==> src/rtl/irq_mask_agg.sv <==
module irq_mask_agg #(
  parameter int          NSRC     = 20,
  parameter int          AW       = 12,
  parameter logic [31:0] SRC_MAP  = 32'h000F_FC78,
  parameter int          SWI_BIT  = 1
) (
  input  logic            clk,
  input  logic            rst_n,
  input  logic [NSRC-1:0] src_i,
  input  logic            bus_sel,
  input  logic            bus_we,
  input  logic [AW-1:0]   bus_addr,
  input  logic [31:0]     bus_wdata,
  output logic [31:0]     bus_rdata,
  output logic            irq_o,
  output logic            fiq_o
);
  localparam logic [31:0] SWI_M   = 32'h1 << SWI_BIT;
  localparam logic [31:0] EN_MASK = SRC_MAP | SWI_M;
  localparam logic [7:0]  OFF_STAT = 8'h00;
  localparam logic [7:0]  OFF_SIG  = 8'h04;
  localparam logic [7:0]  OFF_EN   = 8'h08;
  localparam logic [7:0]  OFF_CLR  = 8'h0C;
  localparam logic [7:0]  OFF_SWI  = 8'h10;

  logic [31:0] src_w, sig, irq_en, fiq_en, irq_pend, fiq_pend;
  logic        swi;
  logic        in_map, fsel, wr;
  logic [7:0]  off;

  for (genvar i = 0; i < 32; i++) begin : g_src
    if (i < NSRC) begin : g_line
      assign src_w[i] = src_i[i];
    end else begin : g_none
      assign src_w[i] = 1'b0;
    end
  end

  assign sig      = (src_w & SRC_MAP) | (swi ? SWI_M : 32'h0);
  assign irq_pend = sig & irq_en;
  assign fiq_pend = sig & fiq_en;

  assign in_map = (bus_addr[AW-1:9] == '0);
  assign fsel   = bus_addr[8];
  assign off    = bus_addr[7:0];
  assign wr     = bus_sel & bus_we & in_map;

  always_ff @(posedge clk or negedge rst_n) begin
    if (!rst_n) begin
      irq_en <= '0;
      fiq_en <= '0;
    end else if (wr) begin
      if (off == OFF_EN) begin
        if (fsel) fiq_en <= fiq_en | (bus_wdata & EN_MASK);
        else      irq_en <= irq_en | (bus_wdata & EN_MASK);
      end else if (off == OFF_CLR) begin
        if (fsel) fiq_en <= fiq_en & ~bus_wdata;
        else      irq_en <= irq_en & ~bus_wdata;
      end
    end
  end

  always_ff @(posedge clk or negedge rst_n) begin
    if (!rst_n) swi <= 1'b0;
    else if (wr && off == OFF_SWI) begin
      if (bus_wdata[0])      swi <= 1'b0;
      else if (bus_wdata[1]) swi <= 1'b1;
    end
  end

  always_ff @(posedge clk or negedge rst_n) begin
    if (!rst_n) begin
      irq_o <= 1'b0;
      fiq_o <= 1'b0;
    end else begin
      irq_o <= |irq_pend;
      fiq_o <= |fiq_pend;
    end
  end

  always_comb begin
    bus_rdata = '0;
    if (bus_sel && !bus_we && in_map) begin
      case (off)
        OFF_STAT: bus_rdata = fsel ? (fiq_pend | {31'b0, |fiq_pend}) : irq_pend;
        OFF_SIG:  bus_rdata = sig;
        OFF_EN:   bus_rdata = fsel ? fiq_en : irq_en;
        default:  bus_rdata = '0;
      endcase
    end
  end

  // enable bits fall only through a clear write
  a_r2_set_only: assert property (@(posedge clk) disable iff (!rst_n)
    !(wr && off == OFF_CLR && !fsel) |=> (($past(irq_en) & ~irq_en) == '0));

  // a clear write leaves none of its bits enabled
  a_r3_clear_bits: assert property (@(posedge clk) disable iff (!rst_n)
    (wr && off == OFF_CLR && fsel) |=> ((fiq_en & $past(bus_wdata)) == '0));

  // IRQ output follows the pending set one edge later
  a_r5_irq_lag: assert property (@(posedge clk) disable iff (!rst_n)
    1'b1 |=> (irq_o == $past(|(sig & irq_en))));

  // reserved positions never read back set
  a_r6_reserved: assert property (@(posedge clk) disable iff (!rst_n)
    (bus_sel && !bus_we && in_map && (off == OFF_SIG || off == OFF_EN))
      |-> ((bus_rdata & ~EN_MASK) == '0));

  // FIQ status bit 0 reflects any other pending bit
  a_r9_fiq_any: assert property (@(posedge clk) disable iff (!rst_n)
    (bus_sel && !bus_we && in_map && fsel && off == OFF_STAT)
      |-> (bus_rdata[0] == |bus_rdata[31:1]));
endmodule

==> config.mk <==
export PLATFORM = sky130hd
export DESIGN_NAME = irq_mask_agg
export DESIGN_NICKNAME = d
export VERILOG_FILES = /design/src/rtl/irq_mask_agg.sv
export SDC_FILE = /design/constraint.sdc
export NUM_CORES = 1
export LEC_CHECK = 0
export ABC_AREA = 0
export BUFFER_PORTS_ARGS = -buffer_cell sky130_fd_sc_hd__buf_2
export CAP_MARGIN = 20
export CORE_ASPECT_RATIO = 0.9
export CORE_MARGIN = 10
export CORE_UTILIZATION = 55
export CTS_CLUSTER_SIZE = 28
export DETAILED_ROUTE_END_ITERATION = 16
export GPL_TIMING_DRIVEN = 0
export PLACE_DENSITY = 0.9
export RECOVER_POWER = 100
export REMOVE_ABC_BUFFERS = 1
export SETUP_SLACK_MARGIN = 0.3
export SYNTH_ARGS = -nofsm -noshare
export SYNTH_HDL_FRONTEND = slang
export SYNTH_SLANG_ARGS = --single-unit
==> constraint.sdc <==
create_clock -name clk -period 3.45 [get_ports clk]
set_input_delay 0.69 -clock clk [delete_from_list [all_inputs] [get_ports clk]]
set_output_delay 0.69 -clock clk [all_outputs]
set_load 0.01 [all_outputs]
== Word-level counts from Yosys, hierarchy flattened ==
Index checks and enable logic that the tools add are counted.

* Eq/ne operators: 8
* Mux-type cells: 15
* Bitwise gates (word level): 11
* Reductions and logical operators: 13

{| class="wikitable"
|+ Operators by type and width
! cell !! count
|-
| $mux W32 || 11
|-
| $pmux W32 S3 || 1
|-
| $and A20 B32 Y32 || 2
|-
| $and A32 B32 Y32 || 2
|-
| $or A32 B20 Y32 || 2
|-
| $reduce_or A32 Y1 || 2
|-
| $not A32 Y32 || 1
|-
| $or A32 B1 Y32 || 1
|-
| $or A20 B2 Y20 || 1
|-
| $eq A8 B4 Y1 const B || 2
|-
| $eq A8 B3 Y1 const B || 1
|-
| $eq A8 B5 Y1 const B || 1
|-
| $logic_not A8 Y1 || 1
|-
| $ne A2 B2 Y1 const B || 4
|-
| $reduce_and A4 Y1 || 2
|-
| $reduce_bool A2 Y1 || 2
|-
| $logic_and A1 B1 Y1 || 3
|-
| $logic_not A3 Y1 || 1
|-
| $and A1 B1 Y1 || 2
|-
| $mux W1 || 2
|-
| $mux W2 || 1
|-
| $reduce_and A2 Y1 || 1
|-
| $logic_not A1 Y1 || 1
|}

* Register bits: 67
* Input bits: 68
* Logic and storage cells: 52

== Logic depth before layout (Yosys ltp) ==
Gate-level depths: netlist of the first run.

* Depth in word-level cells: 8
* Mapped depth: 6

== Worst setup path before layout of the first run ==
OpenSTA, ideal clock, no wires.

* Kind: in2out
* Start: input bus_addr[7]
* End: output bus_rdata[21]
* Data arrival time: 1,946 ps
* Slack: 814 ps
* Stages: 6
* Path buffers: 2
* Cell sequence: nor4_4 > and4b_1 > clkbuf_1 > nand2_1 > clkbuf_1 > nor2_1

* Cells in the longest elaborated chain, start to end: 3
* Elaborated cells between the ends (all ways): 5

{| class="wikitable"
|+ RTL lines
! element !! RTL line !! source
|-
| start, declared || 12 || <nowiki>input logic [AW-1:0] bus_addr,</nowiki>
|-
| $eq A8 B4 Y1, or another cell as far along || 84 || <nowiki>case (off)</nowiki>
|-
| $pmux W32 S3 (*) || 84 ||
|-
| $mux W32 (*) || 83 || <nowiki>if (bus_sel && !bus_we && in_map) begin</nowiki>
|-
| end, declared || 14 || <nowiki>output logic [31:0] bus_rdata,</nowiki>
|}

Every way passes the cells marked *; elsewhere a longest branch is shown, timed or not.

== Worst setup path in the final report of the first run ==
* Start: input bus_addr[2]
* End: output bus_rdata[8]

The elaborated chain is that of the path after synthesis.

==> results of run 1 <==
==> Yosys cell counts <==
cell,n
a22o_1,1
nand2_1,18
a222oi_1,2
and2_1,1
and3_1,1
nand3b_1,1
nor4b_4,1
nor3_2,1
a221oi_1,1
a22oi_1,10
mux2i_1,16
nand4_2,1
buf_2,5
buf_6,1
or2_2,1
o2111ai_1,1
nor2b_1,1
buf_1,2
nor4_4,1
mux2_2,31
nand3_1,2
and4b_1,2
a21boi_0,17
nor2_1,50
clkinv_1,1
clkbuf_1,18
nor3_1,15
nor4_1,1
nand4_1,3
o22ai_1,15
o21a_1,18
dfrtp_1,67
or3_1,1
o31ai_1,30
a21oi_1,1
and4_1,1
nand2b_1,1
==> cells by family (layout without fill, tap and decap cells) <==
kind of cell,Yosys count,count (layout),synth area share
flip-flops,67,67,0.4769
multiplexers,47,47,0.1448
buffers and inverters,27,114,0.03274
AO/OA/AOI/OAI,96,96,0.2014
AND/OR/NAND/NOR,103,103,0.1441
==> power groups by stage <==
stage	clock, W	sequential [W]	combinational, W
global placement	0	0.000800	0.000118
CTS	0.000656	0.000785	0.000123
finish	0.000648	0.000785	0.000125
floorplan	0	0.000801	0.0000331
global route	0.000683	0.000785	0.000137
detailed placement	0	0.000800	0.000121
==> path summary, 6_finish.rpt <==
path	slack (ns)	to	start
worst max-delay path	0.26	bus_rdata[8]	bus_addr[2]
worst min-delay path	0.49	irq_en[22]	irq_en[22]
worst max register to register	2.07	fiq_o	swi
worst min register to register	0.49	irq_en[22]	irq_en[22]
max in group asynchronous	1.71	async pin	rst_n
min in group asynchronous	0.76	irq_en[27]	rst_n
==> layout make-up <==
type | count | area, um2
Inverter | 1 | 5.005
Sequential cell | 67 | 1677
Clock buffer | 11 | 141.4
Multi-Input combinational cell | 246 | 1742
Fill cell | 485 | 1933
Timing Repair Buffer | 97 | 489.2
Tap cell | 87 | 108.9
Clock inverter | 5 | 52.55
==> what timing repair did <==
item	in CTS	in global routing
hold endpoints to repair	0	0
gates resized for setup	6	1
pin swaps	0	0
setup endpoints to repair	34	16
==> through the flow <==
step | power, W | utilization | hold WS (ns)
finish | 0.001559 | 0.6856 | 0.4873
global route | 0.001605 | 0.6856 | 0.5022
CTS | 0.001564 | 0.6878 | 0.4750
detailed placement | 0.0009208 | 0.6536 | 0.4753
global placement | 0.0009180 | 0.6488 | 0.4656
floorplan | 0.0008336 | - | 0.3944
==> layer usage <==
| layer | vias up | part of all wire | track usage |
|---|---|---|---|
| met3 | 25 | 0.064 | 0.03741 |
| li1 | 1433 | - | - |
| met4 | 0 | 0.023 | 0.09954 |
| met5 | - | 0 | 0 |
| met1 | 1546 | 0.40 | 0.2402 |
| met2 | 167 | 0.51 | 0.3192 |
==> placed cells by master (no fill, tap or decap), drive strengths merged, types with 4 or more instances in the layout <==
master and n:
o31ai 30, a22oi 10, dfrtp 67, o22ai 15, mux2 31, buf 67
nand2 18, nor3 16, clkinv 4, nor2 50, mux2i 16, nand4 4
a21boi 17, o21a 18, clkbuf 41
==> out/qor.yml, run 1 <==
placed_design:
  dp_cells: 497
  hpwl_um: 6830
  portBuffers: 95
  placed_area_um2: 4019
  routabilityCongestion: 0.8225
  pre_cts_slack_ns: -0.4314
route:
  vias: 3171
  wl_um: 9973
  drt_first_pass_iters: 5
  wl_per_cell_um: 19.40
  via_per_inst: 6.169
  postRouteAntennaNets: 0
  drc_errors: 0
  drt_iter0_drc: 303
global_routing:
  antenna_found_initial: 0
  grt_pass1_wl_um: 15700
  grt_pass1_vias: 3191
  overflow: 0
  grt.total_usage: 0.1933
  grt_start_max_net_pins: 68
power_and_ir_drop:
  leakage_nw: 1.932
  p_clk_frac: 0.416
  seqPwrFrac: 0.504
  p_sw_w: 0.0003783
  internal_power_w: 0.001180
  power_density_nw_per_um2: 369.7
  pwr-share-comb: 0.080
  peakVddDrop_mv: 0.2207
  switching_share: 0.2427
logic_synthesis:
  synth_top_cell_area_share: 0.4769
  syn_avg_cell_area_um2: 10.34
  synth_cells: 340
  synth.area.top_cells: "dfrtp_1 48%, mux2_2 9.9%, o31ai_1 6.4%"
  synth.distinct_cells: 37
  syn_area_um2: 3516
  synth_area_leader_cell: "dfrtp_1"
  ys_warn_count: 0
  ys_seq_area_frac: 0.4769
  ys_seq_elements: 67
setup_path:
  crit_chain: "clkbuf_1 -> and4b_4 -> buf_16 -> nand2_2 -> nor2_1 -> clkbuf_1"
  crit_type: "input pin to output pin"
  startpoint_type: "input pin"
  critPathMaxFanout: 19
  critPathRequiredTime_ns: 2.76
  worstPathArrival_ns: 2.50
  path_common_cell: "clkbuf_1"
  slowest_delay_ns: 0.65
  critPathBufInv: 3
  reg2reg_depth: 3
  crit_family: "simple AND/OR/NAND/NOR gates"
  endpoint_kind: "output pin"
  slowest_stage: "and4b_4"
  crit_cells: 6
cts:
  cts.clk_slew.worst_paths_ns: 0.07
  cts_hold_buf: 0
  cts.path.max_buffers: 2
  clockRootBuffer: "clkbuf_8"
  cts_tree: "built"
  clkSinkCount: 67
  numCtsBuffers: 9
  ctsHtreeMaxLevel: 3
  postCtsSetupBuffers: 0
  worst_skew_pair.late_latency_ns: 0.34
timing:
  final_hold_viol_count: 0
  slew_headroom: -0.09261
  period_minus_slack_ns: 3.188
  final.setup.tns_ns: 0
  setup_viol: 0
  fin_crit_sh: 0.9242
  max_freq_ghz: 0.3136
  finalWorstSetupSlack_ns: 0.2616
  skew_ns: 0.003278
  slew_violations: 68
  tightestPinTransition_ns: 1.639
  rsz0062_at_grt: "false"
cells_and_area:
  antenna_cells: 0
  drive_gt1_frac: 0.2881
  finish.instance_area_um2: 4215
  instances_no_fill: 514
  synthToLayoutAreaGrowth_pct: 19.89
  final_nets: 490
status:
  status: "finished with violations"
  failed_checks: "capacitance limit, slew limit"
floorplanning:
  initial_utilization: 0.5718
  dieHeight_um: 95.85
  die_x_um: 104.3
  io_pins: 102
  rows: 27
  core-area_um2: 6148
  die_area_um2: 9995
min_path:
  hold_path_class: "flip-flop to flip-flop"
  whs_path_depth: 1
job:
  cap_violations: 1
Note: power is estimated with default switching activity, not from simulation.
==> run 2, diff against run 1 <==
Settings changed: ABC_AREA 0 to 1, PLACE_DENSITY 0.9 to 0.87.
==> run 2 against run 1 <==
Effect of this change: the run still ends with capacitance limit, slew limit left; worst hold slack is essentially flat; non-clock buffer count grew 11; sequential cell count is the same; critical path depth grew 4; first-iteration DRC count grew 46%; critical path type unchanged; critical endpoint is now bus_rdata[30].
==> out/qor.yml, run 2 <==
timing:
  fin_crit_sh: 0.8985
  tightestPinTransition_ns: 1.733
  finalWorstSetupSlack_ns: 0.3500
  slew_headroom: -0.1642
  final_hold_viol_count: 0
  rsz0062_at_grt: "true"
  period_minus_slack_ns: 3.100
  whs_ns: 0.4868
  setup_viol: 0
  max_freq_ghz: 0.3226
  slew_violations: 86
  skew_ns: 0.01019
global_routing:
  grt_pass1_vias: 4697
  grt.total_usage: 0.2153
  overflow: 0
  antenna_found_initial: 1
  grt_start_max_net_pins: 68
  grt_pass1_wl_um: 21670
logic_synthesis:
  synth_edf_count: 0
  synth_commonest_cells: "204 x nand2_1, 114 x inv_1, 67 x dfrtp_1"
  syn_avg_cell_area_um2: 6.605
  yosysMostFrequentCell: "nand2_1"
  synth_cells: 670
  ys_seq_elements: 67
  synth_area_leader_cell: "dfrtp_1"
  synthMuxAreaShare: 0
  syn_area_um2: 4425
  ys_seq_area_frac: 0.3789
  synthAdderAreaFrac: 0
  synth-compound-area-share: 0.09952
  ys_warn_count: 0
  synth_top_cell_area_share: 0.3789
  synth.area.top_cells: "dfrtp_1 38%, nand2_1 17%, inv_1 9.7%"
  synth.distinct_cells: 28
  async_flop_share: 1.000
  synth_top_family_by_area: "simple AND/OR/NAND/NOR gates"
  synth_top_flop_cell: "dfrtp_1"
  synth_xor_area_frac: 0
  synth_simple_gate_area_frac: 0.3766
cts:
  cts.clk_slew.worst_paths_ns: 0.08
  cts_hold_buf: 0
  cts_tree: "built"
  worst_skew_pair.late_latency_ns: 0.36
  cts.path.max_buffers: 2
  clkSinkCount: 67
  ctsHtreeMaxLevel: 3
  numCtsBuffers: 9
  clockRootBuffer: "clkbuf_8"
placed_design:
  portBuffers: 95
  hpwl_um: 9033
  placed_area_um2: 4887
  pre_cts_slack_ns: -0.2047
  routabilityCongestion: 0.8550
cells_and_area:
  final_nets: 825
  fill_cells: 710
  synthToLayoutAreaGrowth_pct: 17.16
  layout_commonest_cell: "nand2_1"
  finish.instance_area_um2: 5185
  drive_gt1_frac: 0.1470
  mostFrequentLayoutCells: "205 x nand2_1, 113 x inv_1, 67 x dfrtp_1, 65 x nand3_1, 63 x buf_2"
floorplanning:
  initial_utilization: 0.5751
  rows: 30
  core-area_um2: 7695
  dieHeight_um: 105.1
  io_pins: 102
  die_area_um2: 12040
  die_x_um: 114.6
job:
  cap_violations: 2
setup_path:
  crit_chain: "buf_2 -> nor2_1 -> nand2_2 -> inv_8 -> nand2_8 -> nor2_4 -> buf_4 -> nand2_1 -> a21oi_1 -> clkbuf_1"
  crit_family: "simple AND/OR/NAND/NOR gates"
  worstPathArrival_ns: 2.41
  startpoint_type: "input pin"
  critPathRequiredTime_ns: 2.76
  crit_type: "input pin to output pin"
  slowest_stage: "nand2_2"
  slowest_delay_ns: 0.24
  critPathBufInv: 4
  endpoint_kind: "output pin"
  critPathMaxFanout: 25
min_path:
  hold_path_class: "flip-flop to flip-flop"
status:
  failed_checks: "capacitance limit, slew limit"
  status: "finished with violations"
power_and_ir_drop:
  power_density_nw_per_um2: 326.4
  finalPower_w: 0.001692
  peakVddDrop_mv: 0.2360
  leakage_nw: 2.882
route:
  vias: 4831
  postRouteAntennaNets: 0
  wl_per_cell_um: 15.99
  drt_first_pass_iters: 5
  wl_um: 13740
  drc_errors: 0
  drt_iter0_drc: 442
  via_per_inst: 5.624
run 2: worst reg2reg max path, cell delays in order (launching register included):
cell and delay (ns):
dfrtp_1 0.41, nand2_1 0.10, nand2_1 0.06, nor2_1 0.18, nand4_1 0.12
run 2: cells by family (layout without fill, tap and decap cells):
group                  count (synthesis)  after routing
and+or+nand+nor                      373            374
buffers and inverters                150            241
AOI/OAI and AO/OA                     80             80
DFF                                   67             67
other                                  0              1
run 2: layout make-up:
cell class,count,area [um2],share of cell area
well taps,96,120.1,0.02317
flip-flops and latches,67,1677,0.3234
repair buffers,108,585.6,0.1129
inverters,116,446.7,0.08615
clock buffers,9,123.9,0.02389
diodes,1,2.502,0.0004826
repair inverters,1,7.507,0.001448
multi-input cells,454,2123,0.4095
clock inverters,7,98.84,0.01906
run 2: repair_timing:
item	in CTS	in global routing
pin swaps	3	1
resized for setup	4	4
setup endpoints to repair	32	19
buffers inserted	6	4
gates cloned	0	2
run 2: through the flow:
| stage | setup TNS, ns | instances | util |
|---|---|---|---|
| 6_report | 0 | 859 | 0.6738 |
| 5_1_grt | 0 | 858 | 0.6735 |
| 4_1_cts | 0 | 852 | 0.6741 |
| 3_5_place_dp | -2.434 | 830 | 0.6351 |
| 3_3_place_gp | -9.420 | 827 | 0.6260 |
| 2_1_floorplan | 0 | 636 | - |
run 2: where the power goes:
part	switching [W]	internal [W]
Clock	0.000338	0.000412
Sequential	0.000000654	0.000786
Combinational	0.000106	0.0000512
run 2: per-layer routing:
| layer | GRT usage | part of all wire |
|---|---|---|
| met5 | 0 | 0 |
| met4 | 0.07424 | 0.030 |
| met3 | 0.08462 | 0.13 |
| met2 | 0.3415 | 0.46 |
| met1 | 0.2580 | 0.38 |
run 2: final timing paths:
kind                        startpoint             to  slack, ns  cells past startpoint
max                        bus_addr[7]  bus_rdata[30]       0.35                     10
min                         fiq_en[25]     fiq_en[25]       0.49                      2
max reg2reg                  flip-flop          fiq_o       2.45                      4
min reg2reg                 fiq_en[25]     fiq_en[25]       0.49                      2
max in group asynchronous        rst_n      async pin       1.66                      1
min in group asynchronous        rst_n      async pin       0.74                      1
